==> src/rtl/smb_regport_pkg.sv <==
// Package: shared types and constants for the SMBus register slave.
// Assumes bytes of 8 bits and bit 0 of the address byte as the direction flag.
package smb_regport_pkg;

    localparam int BYTE_W = 8;

    localparam logic DIR_WRITE = 1'b0;
    localparam logic DIR_READ  = 1'b1;

    typedef enum logic [3:0] {
        ST_IDLE,
        ST_ADDR,
        ST_ADDR_ACK,
        ST_REG,
        ST_REG_ACK,
        ST_WDATA,
        ST_WDATA_ACK,
        ST_END,
        ST_RDATA,
        ST_RACK
    } smb_state_e;

endpackage

==> src/rtl/smb_line_filter.sv <==
// Line filter: brings one asynchronous bus line into the clock domain and drops
// glitches. The output follows the input only after FILT_LEN equal samples.
// Assumes SYNC_STAGES >= 2 and FILT_LEN >= 2. Resets to the idle bus level (1).
module smb_line_filter #(
    parameter int SYNC_STAGES = 2,
    parameter int FILT_LEN    = 3
) (
    input  logic clk,
    input  logic rst_n,
    input  logic line_in,
    output logic line_out
);

    logic [SYNC_STAGES-1:0] sync_q;
    logic [FILT_LEN-1:0]    hist_q;

    // Synchronize the line, keep a sample history, and switch on unanimity.
    always_ff @(posedge clk) begin
        if (!rst_n) begin
            sync_q   <= '1;
            hist_q   <= '1;
            line_out <= 1'b1;
        end else begin
            sync_q <= {sync_q[SYNC_STAGES-2:0], line_in};
            hist_q <= {hist_q[FILT_LEN-2:0], sync_q[SYNC_STAGES-1]};
            if (&hist_q) begin
                line_out <= 1'b1;
            end else if (~|hist_q) begin
                line_out <= 1'b0;
            end
        end
    end

endmodule

==> src/rtl/smb_bus_events.sv <==
// Bus event detector: turns the filtered SCL/SDA levels into single-cycle
// events: SCL rise, SCL fall, START (SDA falls with SCL high) and STOP
// (SDA rises with SCL high). Assumes filtered inputs that do not glitch.
module smb_bus_events (
    input  logic clk,
    input  logic rst_n,
    input  logic scl_f,
    input  logic sda_f,
    output logic scl_rise,
    output logic scl_fall,
    output logic bus_start,
    output logic bus_stop
);

    logic scl_q;
    logic sda_q;

    // Keep the previous filtered levels for edge comparison.
    always_ff @(posedge clk) begin
        if (!rst_n) begin
            scl_q <= 1'b1;
            sda_q <= 1'b1;
        end else begin
            scl_q <= scl_f;
            sda_q <= sda_f;
        end
    end

    // Decode edges and bus conditions from current versus previous levels.
    always_comb begin
        scl_rise  = scl_f & ~scl_q;
        scl_fall  = ~scl_f & scl_q;
        bus_start = scl_f & scl_q & sda_q & ~sda_f;
        bus_stop  = scl_f & scl_q & ~sda_q & sda_f;
    end

endmodule

==> src/rtl/smb_reg_decode.sv <==
// Register validity decoder: a register byte is accepted when it lies below
// NUM_REGS and its bit in RSVD_MASK is clear. Assumes NUM_REGS is a power of two.
module smb_reg_decode #(
    parameter int                  NUM_REGS  = 32,
    parameter logic [NUM_REGS-1:0] RSVD_MASK = '0
) (
    input  logic [7:0] reg_byte,
    output logic       reg_ok
);

    localparam int IDX_W = (NUM_REGS > 1) ? $clog2(NUM_REGS) : 1;

    logic in_range;

    // Combine the range test with the reserved-register mask.
    always_comb begin
        in_range = ({24'd0, reg_byte} < NUM_REGS);
        reg_ok   = in_range && !RSVD_MASK[reg_byte[IDX_W-1:0]];
    end

endmodule

==> src/rtl/smb_regport.sv <==
// SMBus register slave top. Filters the bus lines, tracks the transaction
// with a bit-level state machine, acknowledges its own address and valid
// registers, serves reads from reg_rdata at the pointer, and strobes a staged
// write on the STOP that ends a valid write byte. Assumes the bank answers
// reg_rdata combinationally from reg_addr. No clock stretching.
module smb_regport
    import smb_regport_pkg::*;
#(
    parameter logic [5:0]          ADDR_HI     = 6'b010110,
    parameter int                  NUM_REGS    = 32,
    parameter logic [NUM_REGS-1:0] RSVD_MASK   = 32'h0000_8400,
    parameter int                  SYNC_STAGES = 2,
    parameter int                  FILT_LEN    = 3
) (
    input  logic       clk,
    input  logic       rst_n,
    input  logic       a0_strap,
    input  logic       scl_in,
    input  logic       sda_in,
    output logic       sda_oe,
    output logic [7:0] reg_addr,
    input  logic [7:0] reg_rdata,
    output logic       reg_wr_en,
    output logic [7:0] reg_wdata
);

    localparam int                CNT_W    = $clog2(BYTE_W + 1);
    localparam logic [CNT_W-1:0]  CNT_ONE  = CNT_W'(1);
    localparam logic [CNT_W-1:0]  CNT_FULL = CNT_W'(BYTE_W);
    localparam logic [2:0]        IDX_TOP  = 3'd7;

    logic [1:0] raw_lines;
    logic [1:0] flt_lines;
    logic       scl_flt;
    logic       sda_flt;

    logic ev_rise;
    logic ev_fall;
    logic ev_start;
    logic ev_stop;

    smb_state_e       st;
    logic [CNT_W-1:0] bitcnt;
    logic [7:0]       shreg;
    logic [7:0]       txbyte;
    logic [7:0]       ptr;
    logic [7:0]       stage;
    logic             oe_q;
    logic             dir_q;
    logic             rs_flag;
    logic             commit_pend;
    logic             wr_pulse;
    logic             addr_ok;
    logic             reg_ok;

    assign raw_lines = {sda_in, scl_in};

    // One filter per bus line: index 0 is SCL, index 1 is SDA.
    for (genvar gi = 0; gi < 2; gi++) begin : g_line
        smb_line_filter #(
            .SYNC_STAGES(SYNC_STAGES),
            .FILT_LEN   (FILT_LEN)
        ) u_filt (
            .clk     (clk),
            .rst_n   (rst_n),
            .line_in (raw_lines[gi]),
            .line_out(flt_lines[gi])
        );
    end

    assign scl_flt = flt_lines[0];
    assign sda_flt = flt_lines[1];

    smb_bus_events u_events (
        .clk      (clk),
        .rst_n    (rst_n),
        .scl_f    (scl_flt),
        .sda_f    (sda_flt),
        .scl_rise (ev_rise),
        .scl_fall (ev_fall),
        .bus_start(ev_start),
        .bus_stop (ev_stop)
    );

    smb_reg_decode #(
        .NUM_REGS (NUM_REGS),
        .RSVD_MASK(RSVD_MASK)
    ) u_decode (
        .reg_byte(shreg),
        .reg_ok  (reg_ok)
    );

    // Address match: fixed upper bits plus strap, and no write after a repeated START.
    always_comb begin
        addr_ok = (shreg[7:1] == {ADDR_HI, a0_strap}) &&
                  !(rs_flag && (shreg[0] == DIR_WRITE));
    end

    // Transaction state machine: STOP, then START, then SCL edges, by priority.
    always_ff @(posedge clk) begin
        if (!rst_n) begin
            st          <= ST_IDLE;
            bitcnt      <= '0;
            shreg       <= '0;
            txbyte      <= '0;
            ptr         <= '0;
            stage       <= '0;
            oe_q        <= 1'b0;
            dir_q       <= DIR_WRITE;
            rs_flag     <= 1'b0;
            commit_pend <= 1'b0;
            wr_pulse    <= 1'b0;
        end else begin
            wr_pulse <= 1'b0;
            if (ev_stop) begin
                if (st == ST_END && commit_pend && bitcnt <= CNT_ONE) begin
                    wr_pulse <= 1'b1;
                end
                st          <= ST_IDLE;
                oe_q        <= 1'b0;
                commit_pend <= 1'b0;
                rs_flag     <= 1'b0;
            end else if (ev_start) begin
                oe_q        <= 1'b0;
                bitcnt      <= '0;
                commit_pend <= 1'b0;
                if (st == ST_IDLE || st == ST_END) begin
                    st      <= ST_ADDR;
                    rs_flag <= 1'b0;
                end else if (st == ST_WDATA && bitcnt <= CNT_ONE) begin
                    st      <= ST_ADDR;
                    rs_flag <= 1'b1;
                end else begin
                    st      <= ST_IDLE;
                    rs_flag <= 1'b0;
                end
            end else if (ev_rise) begin
                case (st)
                    ST_ADDR, ST_REG, ST_WDATA: begin
                        shreg  <= {shreg[6:0], sda_flt};
                        bitcnt <= bitcnt + CNT_ONE;
                    end
                    ST_RDATA: begin
                        bitcnt <= bitcnt + CNT_ONE;
                    end
                    ST_RACK: begin
                        if (sda_flt) begin
                            st     <= ST_END;
                            bitcnt <= '0;
                        end else begin
                            st <= ST_IDLE;
                        end
                    end
                    ST_END: begin
                        if (bitcnt >= CNT_ONE) begin
                            st          <= ST_IDLE;
                            commit_pend <= 1'b0;
                        end else begin
                            bitcnt <= bitcnt + CNT_ONE;
                        end
                    end
                    default: begin
                    end
                endcase
            end else if (ev_fall) begin
                case (st)
                    ST_ADDR: begin
                        if (bitcnt == CNT_FULL) begin
                            if (addr_ok) begin
                                st    <= ST_ADDR_ACK;
                                oe_q  <= 1'b1;
                                dir_q <= shreg[0];
                            end else begin
                                st <= ST_IDLE;
                            end
                        end
                    end
                    ST_ADDR_ACK: begin
                        bitcnt <= '0;
                        if (dir_q == DIR_READ) begin
                            st     <= ST_RDATA;
                            txbyte <= reg_rdata;
                            oe_q   <= ~reg_rdata[7];
                        end else begin
                            st   <= ST_REG;
                            oe_q <= 1'b0;
                        end
                    end
                    ST_REG: begin
                        if (bitcnt == CNT_FULL) begin
                            if (reg_ok) begin
                                ptr  <= shreg;
                                oe_q <= 1'b1;
                                st   <= ST_REG_ACK;
                            end else begin
                                st <= ST_IDLE;
                            end
                        end
                    end
                    ST_REG_ACK: begin
                        oe_q   <= 1'b0;
                        bitcnt <= '0;
                        st     <= ST_WDATA;
                    end
                    ST_WDATA: begin
                        if (bitcnt == CNT_FULL) begin
                            stage <= shreg;
                            oe_q  <= 1'b1;
                            st    <= ST_WDATA_ACK;
                        end
                    end
                    ST_WDATA_ACK: begin
                        oe_q        <= 1'b0;
                        bitcnt      <= '0;
                        commit_pend <= 1'b1;
                        st          <= ST_END;
                    end
                    ST_RDATA: begin
                        if (bitcnt == CNT_FULL) begin
                            oe_q <= 1'b0;
                            st   <= ST_RACK;
                        end else begin
                            oe_q <= ~txbyte[IDX_TOP - bitcnt[2:0]];
                        end
                    end
                    default: begin
                    end
                endcase
            end
        end
    end

    assign sda_oe    = oe_q;
    assign reg_addr  = ptr;
    assign reg_wr_en = wr_pulse;
    assign reg_wdata = stage;

endmodule

==> config.mk <==
export PLATFORM = sky130hd
export DESIGN_NAME = smb_regport
export DESIGN_NICKNAME = d
export VERILOG_FILES = /design/src/rtl/smb_regport_pkg.sv /design/src/rtl/smb_line_filter.sv /design/src/rtl/smb_bus_events.sv /design/src/rtl/smb_reg_decode.sv /design/src/rtl/smb_regport.sv
export SDC_FILE = /design/constraint.sdc
export NUM_CORES = 1
export LEC_CHECK = 0
export ABC_CLOCK_PERIOD_IN_PS = 1900
export BUFFER_PORTS_ARGS = -buffer_cell sky130_fd_sc_hd__buf_2
export CAP_MARGIN = 20
export CORE_MARGIN = 2
export CORE_UTILIZATION = 50
export CTS_CLUSTER_DIAMETER = 100
export CTS_CLUSTER_SIZE = 20
export DETAILED_ROUTE_END_ITERATION = 12
export PLACE_DENSITY = 0.72
export RECOVER_POWER = 50
export SLEW_MARGIN = 5
export SYNTH_ARGS = -nofsm -noshare
export SYNTH_HDL_FRONTEND = slang
export SYNTH_SLANG_ARGS = --single-unit
==> constraint.sdc <==
create_clock -name clk -period 1.9 [get_ports clk]
set_input_delay 0.38 -clock clk [delete_from_list [all_inputs] [get_ports clk]]
set_output_delay 0.38 -clock clk [all_outputs]
set_load 0.005 [all_outputs]
==> results.md, run 1 <==
- The total power divided by cell area is 676 nW/um^2.
- The worst endpoint data arrival time is 2.08 ns.
- Ranked by instance count, the synthesized netlist is headed by sky130_fd_sc_hd__dfxtp_1, sky130_fd_sc_hd__nor2_1, sky130_fd_sc_hd__nand2_1.
- The wire length per cell is 15.0 microns.
- The Yosys warning count is 0.
- The number of synthesized register bits is 60.
- Counting every net in the synthesized netlist gives 348.
- The max-slew violation count is 0.
- The total number of clock tree sinks is 60.
- Clock latency on the worst-skew pair, taken at its later pin, is 0.35 ns.
- The number of setup violations in the final report is 0.
- The startpoint identified for the worst register-to-register timing path is bitcnt[1].
- The net count of the finished layout is 412.
- The core area is 5570 sq um.
- The fraction of post-synthesis cell area in the top cell type by area is 41.0%.
- Entering global routing, the biggest net connects 22 pins.
- The worst-case IR drop observed on VDD is 0.566 mV.
- The worst hold path passes through 2 cells.
- In the routed design, unresolved DRC markers number 0.
- The path class of the tightest hold or removal check is input pin to flip-flop.
- Sequential elements use 41.0% of the synthesized area.
- The clock period minus worst slack is 1.85 ns.
- The post-synthesis area per instance is 8.91 sq um.
- Counting tap cells, the placed design contains a total of 453 instances.
- The CTS tree is built.
- For the pin with the worst max-slew slack, the measured transition is 0.866 ns.
- The share of final-layout standard cells stronger than drive strength 1 is 28.1%.
- The aggregate global routing overflow is 0.
- The number of failing hold endpoints at the final stage is 0.
- The first-iteration detailed-routing DRC count is 222.
- For this configuration, the core starts out at a cell density of 52.6%.
- The synthesized netlist cell count is 329.
- The floorplan die height is 80.6 microns.
- The final period utilization is 97.3%.
- Measured along the x axis, the die boundary spans 80.6 microns.
- The synthesized netlist occupies a cell area of 2930 sq um.
- Clock-pin slew was measured on the worst setup and hold paths at 0.07 ns.
- The tightest hold path in the finished design has a slack of 0.221 ns.
- The routed length on met3 is 496 microns.
- The top-level I/O count is 31.
- The clock passes through at most 2 buffers.
- The maximum fanout along the worst path is 6.
- Of all flip-flops after synthesis, the portion carrying an async set or reset was 0%.
- The number of iterations in the first detailed-routing pass is 5.
- The most common cell in the synthesized netlist is sky130_fd_sc_hd__dfxtp_1.
- The flop-to-flop setup slack is 0.05 ns.
- The area growth from synthesis to layout is 25.1%.
- After legalization and detailed placement, the total HPWL measured 5.07 mm.
- The number of non-filler instances in the completed layout is 470.
- The cell area after placement is 3400 sq um.
- The clock arrives with 0.00869 ns of skew.
- The first global-routing pass estimated 11.8 mm of wire.
- Summed over all layers, the routed wires come to 7.06 mm.
- After routing the design area is 3670 sq um.
- The required time of the worst setup path is 2.14 ns.
- The count of antenna diodes in the layout is 0.
- The count of flip-flops with a built-in enable after synthesis is 0.
- The worst setup path is launched from a flip-flop.
- The origin of the worst min-delay path is scl_in.
- The critical path in this run is classified as flip-flop to flip-flop.
- Max-cap violations in this run came to 0.
- After layout, the design draws a total of 2.48 mW.
- The depth of the CTS H-tree is 3.
- The highest layer used for signal routing is met4.
- For this run, the leading register cell type out of synthesis is sky130_fd_sc_hd__dfxtp_1.
- The number of standard-cell rows in the floorplan is 27.
- The destination of the worst hold path is g_line[0].u_filt.sync_q[0].
- The detailed router placed 2654 vias in this run.
- The number of buffers created by CTS is 9.
- The standby leakage power is 1.51 nW.
- The total routing usage reported by global routing is 23.7%.
- Yosys attributes the largest share of cell area to sky130_fd_sc_hd__dfxtp_1, sky130_fd_sc_hd__mux2i_1, sky130_fd_sc_hd__nor2_1, sky130_fd_sc_hd__nand2_1, sky130_fd_sc_hd__nand2b_1.
- In this run the critical register-to-register path is captured at st[3].
- For the worst flop-to-flop path, the logic depth is 8.
- Setup repair after global routing could not meet its margin everywhere.
- The floorplan step defined a die boundary enclosing 6490 sq um.
- Input and output buffers added on the ports amount to 30.
- The maximum clock frequency is 541 MHz.
- The root buffer cell chosen for the clock tree is sky130_fd_sc_hd__clkbuf_8.
- In this run the remaining antenna-violating nets after routing total 0.
- The wire length on met2 is 3.21 mm.
- The via count of the first global-routing pass was 2541.
- The post-synthesis cell type with the largest combined area is sky130_fd_sc_hd__dfxtp_1.
- Cells fill 65.8% of the core in the end.
- The sum of routed wire segments on met1 is 3.18 mm.
- STA classifies the critical path endpoint as a flip-flop.
- The distinct cell type count of the synthesized netlist is 56.
- The run finished with clean final reports.
- In this run the tightest slew margin relative to its limit is 42.3%.
- The number of antenna violations at the first check in global routing came to 0.
- The number of vias per cell after detailed routing is 5.65.
- At the end of routability-driven placement, the weighted congestion stood at 0.951.
[per-stage QoR]
| stage | setup TNS [ns] | setup slack, ns |
|---|---|---|
| 2_1_floorplan | 0 | 0.00857 |
| 3_3_place_gp | 0 | 0.0241 |
| 3_5_place_dp | 0 | 0.0337 |
| 4_1_cts | 0 | 0.00920 |
| 5_1_grt | -0.0313 | -0.0173 |
| 6_report | 0 | 0.0520 |
[flip-flops by register name (all words and copies together) (netlist names), named ones only]
register,cells
shreg,8
g_line.u_filt.hist_q,6
rs_flag,1
commit_pend,1
bitcnt,4
sda_oe,1
txbyte,8
reg_wr_en,1
g_line.u_filt.sync_q,4
u_events.scl_q,1
g_line.u_filt.line_out,2
dir_q,1
u_events.sda_q,1
reg_wdata,8
reg_addr,8
st,4
[worst max-delay path, stage by stage (launching register included)]
cell and delay [ns]:
sky130_fd_sc_hd__dfxtp_2 0.35, sky130_fd_sc_hd__inv_2 0.04, sky130_fd_sc_hd__ha_2 0.19, sky130_fd_sc_hd__nand3b_1 0.23, sky130_fd_sc_hd__nor2_1 0.10, sky130_fd_sc_hd__o32ai_2 0.35, sky130_fd_sc_hd__buf_4 0.21, sky130_fd_sc_hd__mux2i_1 0.20
sky130_fd_sc_hd__nor2_1 0.07
[report_power, final]
group	switching (mW)	total [mW]	internal, mW
clock network	0.554	1.17	0.617
registers	0.00205	1.26	1.26
logic	0.0300	0.0480	0.0180
[logic make-up (layout without fill, tap and decap cells)]
family	Yosys count	after routing	share of synthesized area [%]
mux	22	22	8.37
flops	60	60	41.0
fa+ha+maj	6	6	2.56
simple gates	141	141	25.7
compound gates	63	63	16.1
xor+xnor	4	4	1.45
buf+inv	33	102	4.78
[what timing repair did]
action | in CTS | in global routing
setup buffers | 0 | 1
endpoints found under the hold margin | 0 | 0
setup endpoints to repair | 0 | 24
gates resized for setup | 0 | 24
hold buffers | 0 | 0
[cell type report]
cell class	instances	area, sq um
Fill cell	458	1910
Sequential cell	60	1210
Multi-Input combinational cell	236	1640
Timing Repair Buffer	72	469
Clock inverter	6	72.6
Inverter	14	52.6
Tap cell	72	90.1
Clock buffer	10	128
[per-layer routing]
metal	track usage, %	vias up
li1	-	1306
met1	30.6	1242
met2	36.6	89
met3	7.19	17
met4	10.3	0
met5	0	-
[cells in the final DEF, fill, tap and decap left out, types with 3 or more instances in the layout]
cell type / count
sky130_fd_sc_hd__a211oi_1: 3
sky130_fd_sc_hd__a21o_1: 3
sky130_fd_sc_hd__a21oi_1: 20
sky130_fd_sc_hd__a22oi_1: 3
sky130_fd_sc_hd__a31oi_1: 4
sky130_fd_sc_hd__and3_1: 3
sky130_fd_sc_hd__buf_2: 23
sky130_fd_sc_hd__buf_4: 39
sky130_fd_sc_hd__clkbuf_1: 9
sky130_fd_sc_hd__clkbuf_8: 9
sky130_fd_sc_hd__clkinv_4: 3
sky130_fd_sc_hd__dfxtp_1: 54
sky130_fd_sc_hd__dfxtp_2: 4
sky130_fd_sc_hd__ha_2: 3
sky130_fd_sc_hd__inv_1: 11
sky130_fd_sc_hd__inv_2: 3
sky130_fd_sc_hd__mux2i_1: 20
sky130_fd_sc_hd__nand2_1: 30
sky130_fd_sc_hd__nand2b_1: 17
sky130_fd_sc_hd__nand3_1: 14
sky130_fd_sc_hd__nand3b_1: 4
sky130_fd_sc_hd__nand4_1: 7
sky130_fd_sc_hd__nand4b_1: 3
sky130_fd_sc_hd__nor2_1: 32
sky130_fd_sc_hd__nor4_1: 3
sky130_fd_sc_hd__o211ai_1: 3
sky130_fd_sc_hd__o21ai_0: 6
sky130_fd_sc_hd__o31ai_1: 3
sky130_fd_sc_hd__o32ai_1: 3
sky130_fd_sc_hd__or2_2: 3
sky130_fd_sc_hd__or3_1: 3
[how the worst max path moves through the flow]
| stage | start | endpoint | slack [ns] | depth (start not counted) |
|---|---|---|---|---|
| after global routing | bitcnt[1] | bitcnt[3] | -0.02 | 8 |
| after global placement | g_line[0].u_filt.line_out | st[0] | 0.02 | 7 |
| final | bitcnt[1] | st[3] | 0.05 | 8 |
| after floorplan | g_line[0].u_filt.line_out | flip-flop | 0.009 | 7 |
| after CTS | g_line[0].u_filt.line_out | flip-flop | 0.009 | 6 |
| after detailed placement | g_line[0].u_filt.line_out | flip-flop | 0.03 | 6 |
(Power assumes the default switching activity.)
==> inputs of run 2 (changes only) <==
- ABC_CLOCK_PERIOD_IN_PS: 1900 -> 2200
- PLACE_DENSITY: 0.72 -> 0.7
- clock period: 1.9 -> 2.2 ns (I/O delays scaled with it)
==> run 2 against run 1 <==
Compared with the run above: via count down 3.7%; wire length decreased by 3.4%; design area is 5.8% lower; maximum frequency decreased by 11%; utilization down 3.8 points; worst setup slack improved by 0.081 ns; sequential share of layout area grew 1.7 points; critical endpoint is now st[0]; cell count decreased by 3.4%; clock skew rose by 0.0011 ns.
==> results.md, run 2 (same netlist as run 1, synthesis figures left out) <==
- Setup repair after global routing left no endpoint under its margin.
- The number of standard-cell rows in the floorplan is 27.
- Once the floorplan was initialized, standard cells occupied 52.6% of the core.
- For the pin with the worst max-slew slack, the measured transition is 0.969 ns.
- The max-capacitance violation count is 0.
- In this run the worst setup path terminates at st[0].
- The total overflow left after global routing is 0.
- After clock tree synthesis, the clock-pin slew on the worst setup and hold paths is 0.07 ns.
- The library cell used most frequently in the layout, excluding fill and tap cells, is sky130_fd_sc_hd__dfxtp_1.
- At the end of routability-driven placement, the weighted congestion stood at 0.901.
- The depth of the CTS H-tree is 3.
- The count of instances resized after the clock tree is built is 0.
- The area growth from synthesis to layout is 17.8%.
- Timing would allow up to 484 MHz.
- The type of the most critical hold path is input pin to flip-flop.
- The overall power consumption is 2.10 mW.
- In this run the tool buffered the top-level ports with 30 buffer cells.
- The critical path runs through a total of 8 cells.
- The via count of the first global-routing pass came to 2412.
- Along the worst path, the maximum fanout reaches 7.
- Buffers added to address setup during post-CTS repair amount to 0.
- Clock latency on the worst-skew pair, taken at its later pin, is 0.35 ns.
- In this run the most critical hold path is launched from scl_in.
- The required time of the worst setup path is 2.42 ns.
- In this run the deepest clock path goes through 2 buffers.
- The number of setup violations in the final report is 0.
- Leaving out fill and tap cells, the most frequent cells in the layout are sky130_fd_sc_hd__dfxtp_1, sky130_fd_sc_hd__nor2_1, sky130_fd_sc_hd__nand2_1.
- After detailed routing, the average wire length per cell comes to 15.0 microns.
- The finished cells cover 3450 sq um.
- For this run, the slowest stage of the critical path takes 0.40 ns.
- For this run, the total global-route usage over all layers was measured as 23.4%.
- The critical path start-end classification is flip-flop to flip-flop.
- The top-level I/O count is 31.
- STA classifies the critical path endpoint as a flip-flop.
- The floorplan die height is 80.6 microns.
- The area used by sequential logic in the layout is 1200 sq um.
- Summing over every cut layer, the via total after detailed routing is 2556.
- Entering global routing, the biggest net connects 23 pins.
- The final critical path takes up 94.0% of the cycle.
- STA puts the critical path data arrival time at 2.29 ns.
- The first detailed-routing pass ran for 4 iterations.
- For this design the static power due to leakage is 1.40 nW.
- The first global-routing pass estimated 11.6 mm of wire.
- The end of the worst register-to-register path is st[0].
- The run finished with clean final reports.
- The worst slack on hold paths is 0.275 ns.
- The filler cells instantiated in the layout total 501.
- The number of antenna violations at the first check in global routing is 0.
- The buffer and inverter count on the worst path is 2.
- The peak supply drop is 0.469 mV.
- The worst relative slew slack is 35.4%.
- The clock tree skew after final layout is 0.00977 ns.
- The number of vias per cell after detailed routing is 5.63.
- The number of buffers created by CTS is 9.
- The total power divided by cell area is 608 nW/um^2.
- The max-slew violation count is 0.
- The count of antenna diodes in the layout is 0.
- The number of failing hold endpoints at the final stage is 0.
- The total number of clock tree sinks is 60.
- In the final timing run, aggregate negative setup slack is 0 ns.
- Detailed placement finished with a half-perimeter wire length of 4.91 mm.
- The hold buffer count at CTS is 0.
- The cell area after placement is 3280 sq um.
- The floorplan step set the die width to 80.6 microns.
- The core region is 5570 sq um.
- In the final design database the tool counted 396 nets.
- The first-iteration detailed-routing DRC count is 180.
- The routed wire length is 6.82 mm.
- The kind of cell with the highest combined delay along the critical path is simple AND/OR/NAND/NOR gates.
- The CTS tree is built.
- The area used by multi-input combinational logic is 1590 sq um.
- In the routed design, unresolved DRC markers number 0.
- The worst-path cell with the longest stage delay is sky130_fd_sc_hd__dfxtp_1.
- The element type at the critical path start is a flip-flop.
- The total placed cells including tap cells is 438.
- Clock tree synthesis selected as its root buffer the cell sky130_fd_sc_hd__clkbuf_8.
- The die covers 6490 sq um.
- Once detail routing completed, the nets flagged for antenna violations numbered 0.
- In this run the critical register-to-register path is launched from g_line[0].u_filt.line_out.
- The critical path startpoint is g_line[0].u_filt.line_out.
- The share of final-layout standard cells stronger than drive strength 1 is 19.4%.
- The path depth of the worst reg2reg path is 8.
- The clock period minus worst slack is 2.07 ns.
- Excluding fillers, the count of instances in the completed layout stands at 454.
- Across all register-to-register paths, the minimum setup slack is 0.13 ns.
- Walking the worst path, the cells encountered are inv_1, ha_1, or2_2, o211ai_1, o32ai_2, buf_4, nor4_1, a211oi_1.
==> run 2: changes by cell type in the layout (fill, tap and decap cells not counted), moves of 4 or more <==
cell,change
sky130_fd_sc_hd__dfxtp_2,-4
sky130_fd_sc_hd__buf_4,-15
sky130_fd_sc_hd__ha_1,+4
sky130_fd_sc_hd__dfxtp_1,+6
==> run 2: through the flow <==
stage	worst slack (ns)	utilization (%)
6_report	0.133	61.9
3_5_place_dp	0.194	58.8
2_1_floorplan	0.309	-
5_1_grt	0.0240	61.9
4_1_cts	0.162	62.3
3_3_place_gp	0.254	58.8
==> run 2: power by group <==
part           internal (mW)  total [mW]  switching [mW]
clock network          0.515       0.965           0.449
logic                 0.0153      0.0408          0.0255
registers               1.09        1.09         0.00169
==> run 2: how the worst min path moves through the flow <==
| stage | to | cells after the start | slack [ns] |
|---|---|---|---|
| after floorplan | g_line[0].u_filt.hist_q[0] | 1 | 0.39 |
| after global placement | g_line[0].u_filt.hist_q[0] | 1 | 0.39 |
| after detailed placement | g_line[0].u_filt.hist_q[0] | 1 | 0.39 |
| after CTS | g_line[0].u_filt.sync_q[0] | 2 | 0.26 |
| after global routing | g_line[0].u_filt.sync_q[0] | 2 | 0.29 |
| final | g_line[0].u_filt.sync_q[0] | 2 | 0.28 |
==> run 2: cell type report <==
class | count | share of cell area, %
clock buffers | 9 | 3.59
clock inverters | 7 | 1.96
inverters | 14 | 1.52
multi-input cells | 236 | 46.1
flip-flops and latches | 60 | 34.8
well taps | 72 | 2.61
repair buffers | 56 | 9.46
==> run 2: routing by layer <==
metal / GRT usage (%) / wire length, microns / vias to the layer above
li1: - / - / 1277
met1: 31.7 / 3260 / 1188
met2: 35.1 / 3010 / 80
met3: 4.61 / 417 / 11
met4: 12.4 / 137 / 0
met5: 0 / 0 / -
==> inputs of run 3 (changes only) <==
- CORE_MARGIN: 2 -> unset
- TNS_END_PERCENT: unset -> 5
==> run 3 against run 2 <==
Compared with the run above: die area fell by 4.9%; count of clock-buffer cells in the layout rose by 1; critical path depth did not move; sequential power barely moved; total power rose by 0.52%; largest cell class unchanged.
==> results.md, run 3 (same netlist as run 1, synthesis figures left out) <==
- The run finished with clean final reports.
- The worst pin sits at a relative slew slack of 37.3%.
- The delay contributed by the slowest stage of the critical path is 0.40 ns.
- The aggregate global routing overflow is 0.
- The die is 78.6 microns wide.
- In this run, flip-flops and latches consume 51.8% of the power.
- The register clock-pin slew on the reported worst setup and hold paths is 0.07 ns.
- For this run, the share of the core covered by cells in the final layout is 61.6%.
- For this design the static power due to leakage is 1.41 nW.
- The internal portion of total power is 1.63 mW.
- The clock arrives with 0.0109 ns of skew.
- The maximum clock frequency is 481 MHz.
- The total number of nets in the final design is 393.
- The max-slew violation count is 0.
- Combinational logic burns 1.9% of the power.
- Setup violations remaining at the end of the flow were counted as 0.
- The number of cells traversed by the worst hold path is 2.
- The tree built by TritonCTS fans out to 60 sinks.
- The total power divided by cell area is 614 nW/um^2.
- TritonCTS built the clock tree.
- The final period utilization is 94.5%.
- In the final layout, the multi-input gates occupy 1590 sq um.
- For hold timing, the worst endpoint is g_line[0].u_filt.sync_q[0].
- Max-cap violations in this run came to 0.
- The worst register-to-register path has a setup slack of 0.12 ns.
- The nature of the critical path endpoint is a flip-flop.
- The later pin in the worst-skew pair is clocked with a latency of 0.35 ns.
- For this design, the CTS-stage hold fixing added 0 buffers.
- The area of all placed cells without fillers is 3440 sq um.
- The number of iterations in the first detailed-routing pass is 4.
- The switching share of power is 22.8%.
- The number of cells on the worst reg-to-reg path is 8.
- Using the TritonRoute via totals, the vias-per-cell ratio works out to 5.72.
- 31 I/O pins were placed.
- The origin of the worst min-delay path is scl_in.
- Routability-driven placement finished with a final weighted congestion of 0.906.
- The repair_antennas step left the layout with diodes totalling 0.
- The detailed placer's ending HPWL is 4.86 mm.
- The number of non-filler instances in the completed layout is 451.
- The count of instances resized after the clock tree is built is 0.
- The initial core utilization is 52.6%.
- The number of failing hold endpoints at the final stage was 0.
- The vias after detailed routing is 2578.
- Across all hold checks on the routed design, the worst slack comes to 0.272 ns.
- The critical path goes through inv_1, ha_1, or2_2, o211ai_1, o32ai_2, buf_4, nor4_1, a211oi_1.
- Setup repair after global routing left no endpoint under its margin.
- The overall power consumption is 2.11 mW.
- The area used by sequential logic in the layout is 1200 sq um.
- By startpoint and endpoint, the worst setup path is classified as flip-flop to flip-flop.
- The via count of the first global-routing pass is 2351.
- The worst-case setup slack after placement is 0.136 ns.
- The endpoint identified for the worst register-to-register timing path is st[0].
- The total placed cells including tap cells is 434.
- Entering global routing, the biggest net connects 23 pins.
- The routed wire length is 6.70 mm.
- In this run, the number of DRC markers left after iteration 0 of detailed routing was 166.
- The number of standard-cell rows in the floorplan is 27.
- After detailed placement, the total cell area comes to 3250 sq um.
- The H-tree was split into 3 levels.
- In this run the remaining antenna-violating nets after routing total 0.
- The worst setup path is launched from a flip-flop.
- The number of buffers created by CTS is 9.
- The leading cell type in the layout, fill and taps excluded is sky130_fd_sc_hd__dfxtp_1.
- The first global-routing pass estimated 11.3 mm of wire.
- In the post-route analysis, the smallest setup slack over all paths is 0.121 ns.
- The maximum fanout along the worst path is 7.
- The clock network fraction of design power is 46.3%.
- In this run the critical register-to-register path is launched from g_line[0].u_filt.line_out.
- The total area inside the core boundary comes to 5570 sq um.
- The filler cells instantiated in the layout total 506.
- IR analysis of the VDD net gives a maximum drop of 0.501 mV.
- Setup total negative slack on the finished layout was measured at 0 ns.
- The tree is rooted in a sky130_fd_sc_hd__clkbuf_8.
- The number of antenna violations at the first check in global routing was 0.
- Data arrives at the worst endpoint at 2.31 ns.
- The required time of the worst setup path is 2.43 ns.
- The die covers 6170 sq um.
- The total routing usage reported by global routing is 23.9%.
- The wire length per cell is 14.9 microns.
- In this run the vertical extent of the chip is 78.6 microns.
- In the layout the commonest cells are sky130_fd_sc_hd__dfxtp_1, sky130_fd_sc_hd__nor2_1, sky130_fd_sc_hd__nand2_1.
- The power dissipated by switching net loads is 0.481 mW.
- After layout, the minimum clock period comes to 2.08 ns.
- At the pin with the least slew margin, the transition time is 0.940 ns.
- In the routed design, unresolved DRC markers number 0.
- The number of buffer cells added on primary ports is 30.
- The type of the most critical hold path is input pin to flip-flop.
- The slowest stage of the critical path is the sky130_fd_sc_hd__dfxtp_1 cell.
- Relative to the synthesized area, the layout overhead comes to 17.2%.
- In the final layout, the share of cells above drive strength 1 is 19.5%.
- The maximum clock insertion buffer count is 2.
==> run 3: changes by cell type in the layout (fill, tap and decap cells not counted), sizes merged <==
| cell | delta |
|---|---|
| clkinv | +1 |
| clkinvlp | -2 |
| clkbuf | -2 |
==> run 3: worst max-delay path by stage <==
| stage | from | to | slack, ns | depth (start not counted) |
|---|---|---|---|---|
| detailed placement | u_events.scl_q | txbyte[1] | 0.14 | 8 |
| floorplan | g_line[0].u_filt.line_out | flip-flop | 0.31 | 7 |
| global route | g_line[0].u_filt.line_out | st[0] | 0.007 | 8 |
| global placement | u_events.scl_q | txbyte[2] | 0.21 | 8 |
| CTS | u_events.scl_q | txbyte[1] | 0.11 | 8 |
| finish | g_line[0].u_filt.line_out | st[0] | 0.12 | 8 |
==> run 3: per-layer routing <==
layer	part of all wire (%)	up-vias	track usage, %
met5	0	-	0
met4	3.2	0	15.9
met3	5.6	24	4.65
met2	42	99	33.1
met1	49	1189	33.1
li1	-	1266	-
==> run 3: critical path, delay by kind of cell, from the launching register on <==
family	cells	cell delay [ns]
AOI/OAI and AO/OA	3	0.30
adders and majority gates	1	0.39
buffers and inverters	2	0.27
DFF	1	0.40
and+or+nand+nor	2	0.60
==> run 3: power groups by stage <==
| stage | Sequential [mW] | Combinational [mW] | Clock [mW] |
|---|---|---|---|
| after global placement | 1.12 | 0.0417 | 0 |
| after floorplan | 1.12 | 0.0219 | 0 |
| final | 1.09 | 0.0405 | 0.976 |
| after CTS | 1.09 | 0.0419 | 0.988 |
| after global routing | 1.09 | 0.0450 | 1.04 |
| after detailed placement | 1.12 | 0.0418 | 0 |
==> run 3: repair_timing <==
action,4_1_cts,5_1_grt
hold endpoints to repair,0,0
setup endpoints to repair,0,7
setup buffers,0,1
==> run 3: cell type report <==
type	count	area share [%]
Sequential cell	60	35.0
Tap cell	72	2.62
Timing Repair Buffer	53	8.99
Inverter	14	1.53
Multi-Input combinational cell	236	46.3
Clock buffer	10	3.71
Clock inverter	6	1.89
